### src/rtl/pcit_pkg.sv
package pcit_pkg;
  localparam int unsigned AW = 32;

  typedef enum logic [3:0] {
    CMD_IO_RD  = 4'h2,
    CMD_IO_WR  = 4'h3,
    CMD_CFG_RD = 4'hA,
    CMD_CFG_WR = 4'hB
  } bus_cmd_e;

  typedef enum logic [1:0] {
    ST_IDLE,
    ST_DATA,
    ST_SKIP,
    ST_TURN
  } tgt_state_e;
endpackage

### src/rtl/pcit_decode.sv
module pcit_decode
  import pcit_pkg::*;
#(
  parameter logic [31:0] IO_BASE = 32'h0000_2000
) (
  input  logic [31:0] addr,
  input  logic [3:0]  cmd,
  input  logic        sel,
  input  logic        io_en,
  output logic        hit,
  output logic        is_cfg,
  output logic        is_read
);
  logic cfg_cmd, io_cmd;

  always_comb begin
    cfg_cmd = (cmd == CMD_CFG_RD) || (cmd == CMD_CFG_WR);
    io_cmd  = (cmd == CMD_IO_RD)  || (cmd == CMD_IO_WR);
    is_cfg  = cfg_cmd;
    is_read = (cmd == CMD_CFG_RD) || (cmd == CMD_IO_RD);
    hit     = (cfg_cmd && sel && (addr[1:0] == 2'b00)) ||
              (io_cmd && !sel && io_en && (addr == IO_BASE));
  end
endmodule

### src/rtl/pcit_header.sv
module pcit_header #(
  parameter logic [15:0] VENDOR_ID = 16'hF0C5,
  parameter logic [15:0] DEVICE_ID = 16'h0C1A,
  parameter logic [23:0] CLASS     = 24'h078000,
  parameter logic [7:0]  REV       = 8'h01,
  parameter logic [7:0]  HDR_TYPE  = 8'h00,
  parameter logic [7:0]  LAT_TMR   = 8'h10,
  parameter logic [7:0]  LINE_SZ   = 8'h08,
  parameter int unsigned IDX_W     = 6
) (
  input  logic             clk,
  input  logic             rst_n,
  input  logic             wr_stb,
  input  logic [IDX_W-1:0] idx,
  input  logic             be0_n,
  input  logic             wbit,
  output logic [31:0]      rdata,
  output logic             io_en
);
  localparam int unsigned LAST_IDX = 3;

  always_ff @(posedge clk or negedge rst_n) begin
    if (!rst_n) io_en <= 1'b0;
    else if (wr_stb && idx == IDX_W'(1) && !be0_n) io_en <= wbit;
  end

  always_comb begin
    rdata = '0;
    if (idx <= IDX_W'(LAST_IDX)) begin
      case (idx[1:0])
        2'd0: rdata = {DEVICE_ID, VENDOR_ID};
        2'd1: rdata = {16'h0000, 15'd0, io_en};
        2'd2: rdata = {CLASS, REV};
        default: rdata = {8'h00, HDR_TYPE, LAT_TMR, LINE_SZ};
      endcase
    end
  end
endmodule

### src/rtl/pci_cfg_io_target.sv
module pci_cfg_io_target
  import pcit_pkg::*;
#(
  parameter logic [31:0] IO_BASE   = 32'h0000_2000,
  parameter logic [15:0] VENDOR_ID = 16'hF0C5,
  parameter logic [15:0] DEVICE_ID = 16'h0C1A
) (
  input  logic        clk,
  input  logic        rst_n,
  input  logic        frame_n,
  input  logic        irdy_n,
  input  logic        idsel,
  input  logic [3:0]  cbe_n,
  input  logic [31:0] ad_in,
  output logic [31:0] ad_out,
  output logic        ad_oe,
  output logic        devsel_n,
  output logic        trdy_n,
  output logic        led
);
  localparam int unsigned IDX_W = 6;

  tgt_state_e state;
  logic [31:0] addr_q, io_reg, hdr_rdata, rdata;
  logic [3:0]  cmd_q;
  logic        cfg_q, rd_q;
  logic        hit, is_cfg, is_read, io_en, xfer;

  pcit_decode #(.IO_BASE(IO_BASE)) u_dec (
    .addr(ad_in), .cmd(cbe_n), .sel(idsel), .io_en(io_en),
    .hit(hit), .is_cfg(is_cfg), .is_read(is_read)
  );

  assign xfer = (state == ST_DATA) && !irdy_n;

  pcit_header #(.VENDOR_ID(VENDOR_ID), .DEVICE_ID(DEVICE_ID), .IDX_W(IDX_W)) u_hdr (
    .clk(clk), .rst_n(rst_n),
    .wr_stb(xfer && cfg_q && !rd_q),
    .idx(addr_q[IDX_W+1:2]), .be0_n(cbe_n[0]), .wbit(ad_in[0]),
    .rdata(hdr_rdata), .io_en(io_en)
  );

  assign rdata = cfg_q ? hdr_rdata : io_reg;

  // Rising-edge sequencing
  always_ff @(posedge clk or negedge rst_n) begin
    if (!rst_n) begin
      state  <= ST_IDLE;
      addr_q <= '0;
      cmd_q  <= '0;
      cfg_q  <= 1'b0;
      rd_q   <= 1'b0;
      io_reg <= '0;
      led    <= 1'b0;
    end else begin
      led <= io_reg[0];
      case (state)
        ST_IDLE: if (!frame_n) begin
          addr_q <= ad_in;
          cmd_q  <= cbe_n;
          cfg_q  <= is_cfg;
          rd_q   <= is_read;
          state  <= hit ? ST_DATA : ST_SKIP;
        end
        ST_DATA: if (!irdy_n) begin
          if (!cfg_q && !rd_q) io_reg <= ad_in;
          state <= frame_n ? ST_IDLE : ST_TURN;
        end
        ST_SKIP: if (frame_n && irdy_n) state <= ST_IDLE;
        default: if (frame_n) state <= ST_IDLE;
      endcase
    end
  end

  // Falling-edge launch of handshakes and read data
  always_ff @(negedge clk or negedge rst_n) begin
    if (!rst_n) begin
      devsel_n <= 1'b1;
      trdy_n   <= 1'b1;
      ad_oe    <= 1'b0;
      ad_out   <= '0;
    end else begin
      devsel_n <= (state != ST_DATA);
      trdy_n   <= (state != ST_DATA);
      ad_oe    <= (state == ST_DATA) && rd_q;
      ad_out   <= ((state == ST_DATA) && rd_q) ? rdata : '0;
    end
  end


  oe_only_claimed_read_chk: assert property (@(posedge clk) disable iff (!rst_n)
    ad_oe |-> (!devsel_n && !cmd_q[0]));

  wait_hold_chk: assert property (@(posedge clk) disable iff (!rst_n)
    (!trdy_n && irdy_n) |=> (!trdy_n && !devsel_n && $stable(ad_out)));

  release_chk: assert property (@(posedge clk) disable iff (!rst_n)
    (!trdy_n && !irdy_n) |=> (trdy_n && devsel_n && !ad_oe));

  io_gate_chk: assert property (@(posedge clk) disable iff (!rst_n)
    ($fell(devsel_n) && !io_en) |-> cfg_q);

  led_follow_chk: assert property (@(posedge clk) disable iff (!rst_n)
    (!trdy_n && !irdy_n && !devsel_n && cmd_q == CMD_IO_WR) |-> ##2 (led == $past(ad_in[0], 2)));
endmodule

### config.mk
export PLATFORM = sky130hd
export DESIGN_NAME = pci_cfg_io_target
export DESIGN_NICKNAME = d
export VERILOG_FILES = /design/src/rtl/pcit_pkg.sv /design/src/rtl/pcit_decode.sv /design/src/rtl/pcit_header.sv /design/src/rtl/pci_cfg_io_target.sv
export SDC_FILE = /design/constraint.sdc
export NUM_CORES = 1
export LEC_CHECK = 0
export BUFFER_PORTS_ARGS = -buffer_cell sky130_fd_sc_hd__buf_2
export CAP_MARGIN = 10
export CORE_MARGIN = 2
export CORE_UTILIZATION = 55
export CTS_CLUSTER_SIZE = 14
export DETAILED_ROUTE_END_ITERATION = 10
export PLACE_DENSITY = 0.82
export SLEW_MARGIN = 40
export SYNTH_ARGS = -nofsm -noshare
export SYNTH_HDL_FRONTEND = slang
export SYNTH_SLANG_ARGS = --single-unit
### constraint.sdc
create_clock -name clk -period 4.18 [get_ports clk]
set_clock_uncertainty 0.1 [all_clocks]
set_input_delay 0.627 -clock clk [delete_from_list [all_inputs] [get_ports clk]]
set_output_delay 0.627 -clock clk [all_outputs]
set_load 0.02 [all_outputs]
* Yosys cells after proc, flatten, opt, wreduce, memory -nomap -nowiden
Index checks and enable logic that the tools add are counted.
Operators by class: magnitude comparators 1, equal/unequal tests 14, muxes and demuxes 11, bitwise gates (word level) 2, reduce and logical (&&, ||, !) cells 29
Operators with widths (number):
- $mux W32 | 3
- $pmux W28 S3 | 1
- $eq A32 B14 Y1 const B | 1
- $logic_and A1 B1 Y1 | 13
- $mux W2 | 6
- $eq A4 B2 Y1 const B | 2
- $eq A4 B4 Y1 const B | 2
- $eq A6 B1 Y1 const B | 1
- $le A6 B2 Y1 const B | 1
- $logic_not A2 Y1 | 3
- $ne A2 B2 Y1 const B | 3
- $pmux W2 S3 | 1
- $logic_not A1 Y1 | 5
- $eq A2 B1 Y1 const B | 2
- $eq A2 B2 Y1 const B | 2
- $logic_or A1 B1 Y1 | 4
- $reduce_and A4 Y1 | 1
- $reduce_bool A4 Y1 | 1
- $reduce_and A3 Y1 | 1
- $ne A2 B1 Y1 const B | 1
- $not A1 Y1 | 2
- $reduce_and A2 Y1 | 1
Word-level totals: bits in registers 80, bits of input ports 41, output and inout port bits 36, logic and storage cells 67

* Depth between registers and ports, before layout
depth in word-level cells 9, depth in mapped cells 5, depth with buffers taken out 5

* Cells and area by module
A second synthesis with hierarchy kept.
Unflattened totals: cell total of the unflattened synthesis 274, area total of the unflattened synthesis 3507.1 um^2
By module, submodules not included:
- pci_cfg_io_target | times used 1, cells each 208, area an instance 2996.6 um^2, seq. area each 1928.1 um^2
- pcit_header | times used 1, cells each 48, area an instance 379.1 um^2, seq. area each 25.0 um^2
- pcit_decode | times used 1, cells each 18, area an instance 131.4 um^2, seq. area each 0.0 um^2

==> flow_summary.ini <==
[worst_setup_path]
critical_path_depth = 1
startpoint_type = register
ff_to_ff_end = ad_out[27]$_DFF_NN0_
cp_cell_sequence = buf_2
critPathBufInv = 1
cpMaxStageDelayCell = sky130_fd_sc_hd__dfstp_2
criticalPathCategory = reg2out
worst_ep_required_time_ps = 3450
worst-r2r-cell-count = 4
worst-r2r-setup-slack_ps = 390
cp_data_arrival_time_ps = 3160
critPathMaxFanout = 2
endpoint_kind = output pin
reg2reg_from = addr_q[5]$_DFFE_PN0P_
crit_family = flip-flops
worst_path_largest_cell_delay_ps = 520

[synthesis]
mappedNetlistNets = 267
synth_largest_area_cell = sky130_fd_sc_hd__dfrtp_1
async_reset_ff_share_pct = 100.0
netlist.area_leader.share_pct = 34.50
synth-warning-count = 0
yosys-top-cells-count = sky130_fd_sc_hd__dfrtp_1 (44), sky130_fd_sc_hd__dfrtn_1 (33), sky130_fd_sc_hd__mux2_4 (30)
post_synthesis_instance_total = 221
netlist-cell-type-count = 37
number_of_enable_flip_flop_cells_after_synthesis = 0
avgSynthCellArea_um2 = 14.44
most_frequent_cell_after_synthesis = sky130_fd_sc_hd__dfrtp_1
synth_seq_cells = 78
synthTopCellsByArea = sky130_fd_sc_hd__dfrtp_1 (34%), sky130_fd_sc_hd__dfrtn_1 (26%), sky130_fd_sc_hd__mux2_4 (14%)
synth_sequential_area_ratio_pct = 61.19
synth_flop_cell = sky130_fd_sc_hd__dfrtp_1
synthesis.area_mm2 = 0.003192

[placement]
detailed_place_hpwl_um = 4644
numPlacedInstances = 364
place.gp.congestion = 0.8203
dpl_worst_slack_ps = 422.6
placement.io_buffers = 76
postPlaceCellArea_mm2 = 0.003638

[cts]
htree_levels = 3
ctsResizeCount = 0
cts_sinks = 78
clock-root-buffer = sky130_fd_sc_hd__clkbuf_8
postCtsSetupBuffers = 0
tritoncts_clock_tree = done
clk_path_buf_depth = 2
cts.clk_slew.worst_paths_ps = 70
tritoncts.num_buffers = 9
postCtsHoldBufs = 0
insertion_delay_to_the_later_sink_of_the_worst_skew_pair_ps = 350

[floorplanning]
start_util_pct = 57.61
floorplan.core_area_mm2 = 0.005540
chipWidth_um = 80.18
die_height_um = 80.18
die_area_mm2 = 0.006429
rows = 27
ios = 77

[sta]
postLayoutSetupSlackWorst_ps = 293.4
report.final.hold_viol_count = 0
grt_setup_unrepaired = false
slew_violations = 0
post_route_worst_hold_slack_ps = 97.98
worstMarginPinSlew_ps = 770.9
setup_violations = 0
maxSlewHeadroom_pct = 48.33
summed_negative_setup_slack_over_all_endpoints_ps = 0

[detailed_routing]
drt-vias-per-instance = 5.321
wl_per_cell_um = 17.05
drtPass1Iterations = 4
drcViolationCount = 0
drt-initial-drc-count = 94
final_antenna_net_count = 0
num_vias = 2022
finalWirelength_um = 6480

[power_and_ir_drop]
share_comb_of_total_power_pct = 9.1
power.net_switching_mw = 0.3507
portion_of_total_power_attributed_to_the_clock_network_pct = 36.0
peakVddDrop_v = 0.0002882
static-leakage-power_nw = 1.955
totalPowerFinal_mw = 1.486
net_sw_share_pct = 23.60
powerDensity_mw_per_mm2 = 388.1
cellInternalPower_mw = 1.135
power.sequential.fraction_pct = 54.9

[layout]
final_util_pct = 69.11
instances_no_fill = 380
antenna_cells_inserted = 0
syn2layout_area_growth_pct = 19.95
nFillCells = 410
final_net_count = 349
finalInstanceArea_mm2 = 0.003829
post_route_cells_drive_above_1_share_pct = 45.13

[global_route]
grt_usage_pct = 22.54
grt_pass1_wl_um = 10410
pin_count_of_the_biggest_net_entering_global_routing = 33
antenna_found_initial = 0
grt_pass1_vias = 2078
overflow_left_after_global_routing = 0

[worst_hold_path]
worst_hold_path_type = in2async

[job]
cap_viol_max_count = 0

[status]
status = complete, no violations
worst max path at each step:
stage / startpoint / to / slack, ps
global placement: state[1]$_DFFE_PN0P_ / ad_out[0]$_DFF_NN0_ / 260
global route: addr_q[5]$_DFFE_PN0P_ / ad_out[7]$_DFF_NN0_ / 230
finish: trdy_n$_DFF_NN1_ / trdy_n / 290
floorplan: trdy_n$_DFF_NN1_ / trdy_n / 640
detailed placement: addr_q[5]$_DFFE_PN0P_ / ad_out[7]$_DFF_NN0_ / 420
CTS: trdy_n$_DFF_NN1_ / trdy_n / 290
cell families after synthesis:
group | synth area share (%)
fa+ha+maj | 1.960
mux | 16.58
simple gates | 11.13
buf+inv | 2.979
compound gates | 6.154
flops | 61.19
layout make-up:
cell class / instances / area, µm² / share of cell area (%)
clock inverters: 2 / 7.507 / 0.1961
well taps: 72 / 90.09 / 2.353
multi-input cells: 128 / 1151 / 30.07
repair buffers: 79 / 417.9 / 10.92
flip-flops and latches: 78 / 1953 / 51.01
inverters: 6 / 22.52 / 0.5882
clock buffers: 15 / 186.4 / 4.869
per-layer routing:
metal / up-vias / part of all wire (%) / track usage (%) / wire (µm)
li1: 930 / - / - / -
met1: 1011 / 42 / 29.22 / 2711
met2: 70 / 48 / 34.25 / 3110
met3: 11 / 7.5 / 5.843 / 483
met4: 0 / 2.7 / 13.22 / 174
met5: - / 0 / 0 / 0
power by group through the flow:
stage,sequential (mW),combinational [mW],clock [mW]
after floorplan,0.822,0.0731,0.00299
after global placement,0.826,0.132,0.00299
after detailed placement,0.829,0.135,0.00299
after CTS,0.815,0.136,0.545
after global routing,0.819,0.151,0.584
final,0.815,0.135,0.535
layout by cell type, fill, tap and decap left out, types with 2 or more instances in the layout:
cell type                  instances
sky130_fd_sc_hd__a21oi_1           4
sky130_fd_sc_hd__and2_1           15
sky130_fd_sc_hd__buf_2            75
sky130_fd_sc_hd__buf_4             3
sky130_fd_sc_hd__clkbuf_1          2
sky130_fd_sc_hd__clkbuf_8         13
sky130_fd_sc_hd__dfrtn_1          33
sky130_fd_sc_hd__dfrtp_1          44
sky130_fd_sc_hd__ha_1              5
sky130_fd_sc_hd__inv_1             7
sky130_fd_sc_hd__mux2_2            7
sky130_fd_sc_hd__mux2_4           30
sky130_fd_sc_hd__nand2_1          10
sky130_fd_sc_hd__nand4_1           2
sky130_fd_sc_hd__nor2_1            5
sky130_fd_sc_hd__nor2_2            2
sky130_fd_sc_hd__nor3_1            2
sky130_fd_sc_hd__nor4_1            5
sky130_fd_sc_hd__nor4b_1           3
sky130_fd_sc_hd__o21a_1           13
sky130_fd_sc_hd__o21ai_0           9
No activity file was read; power rests on OpenSTA's default activity.
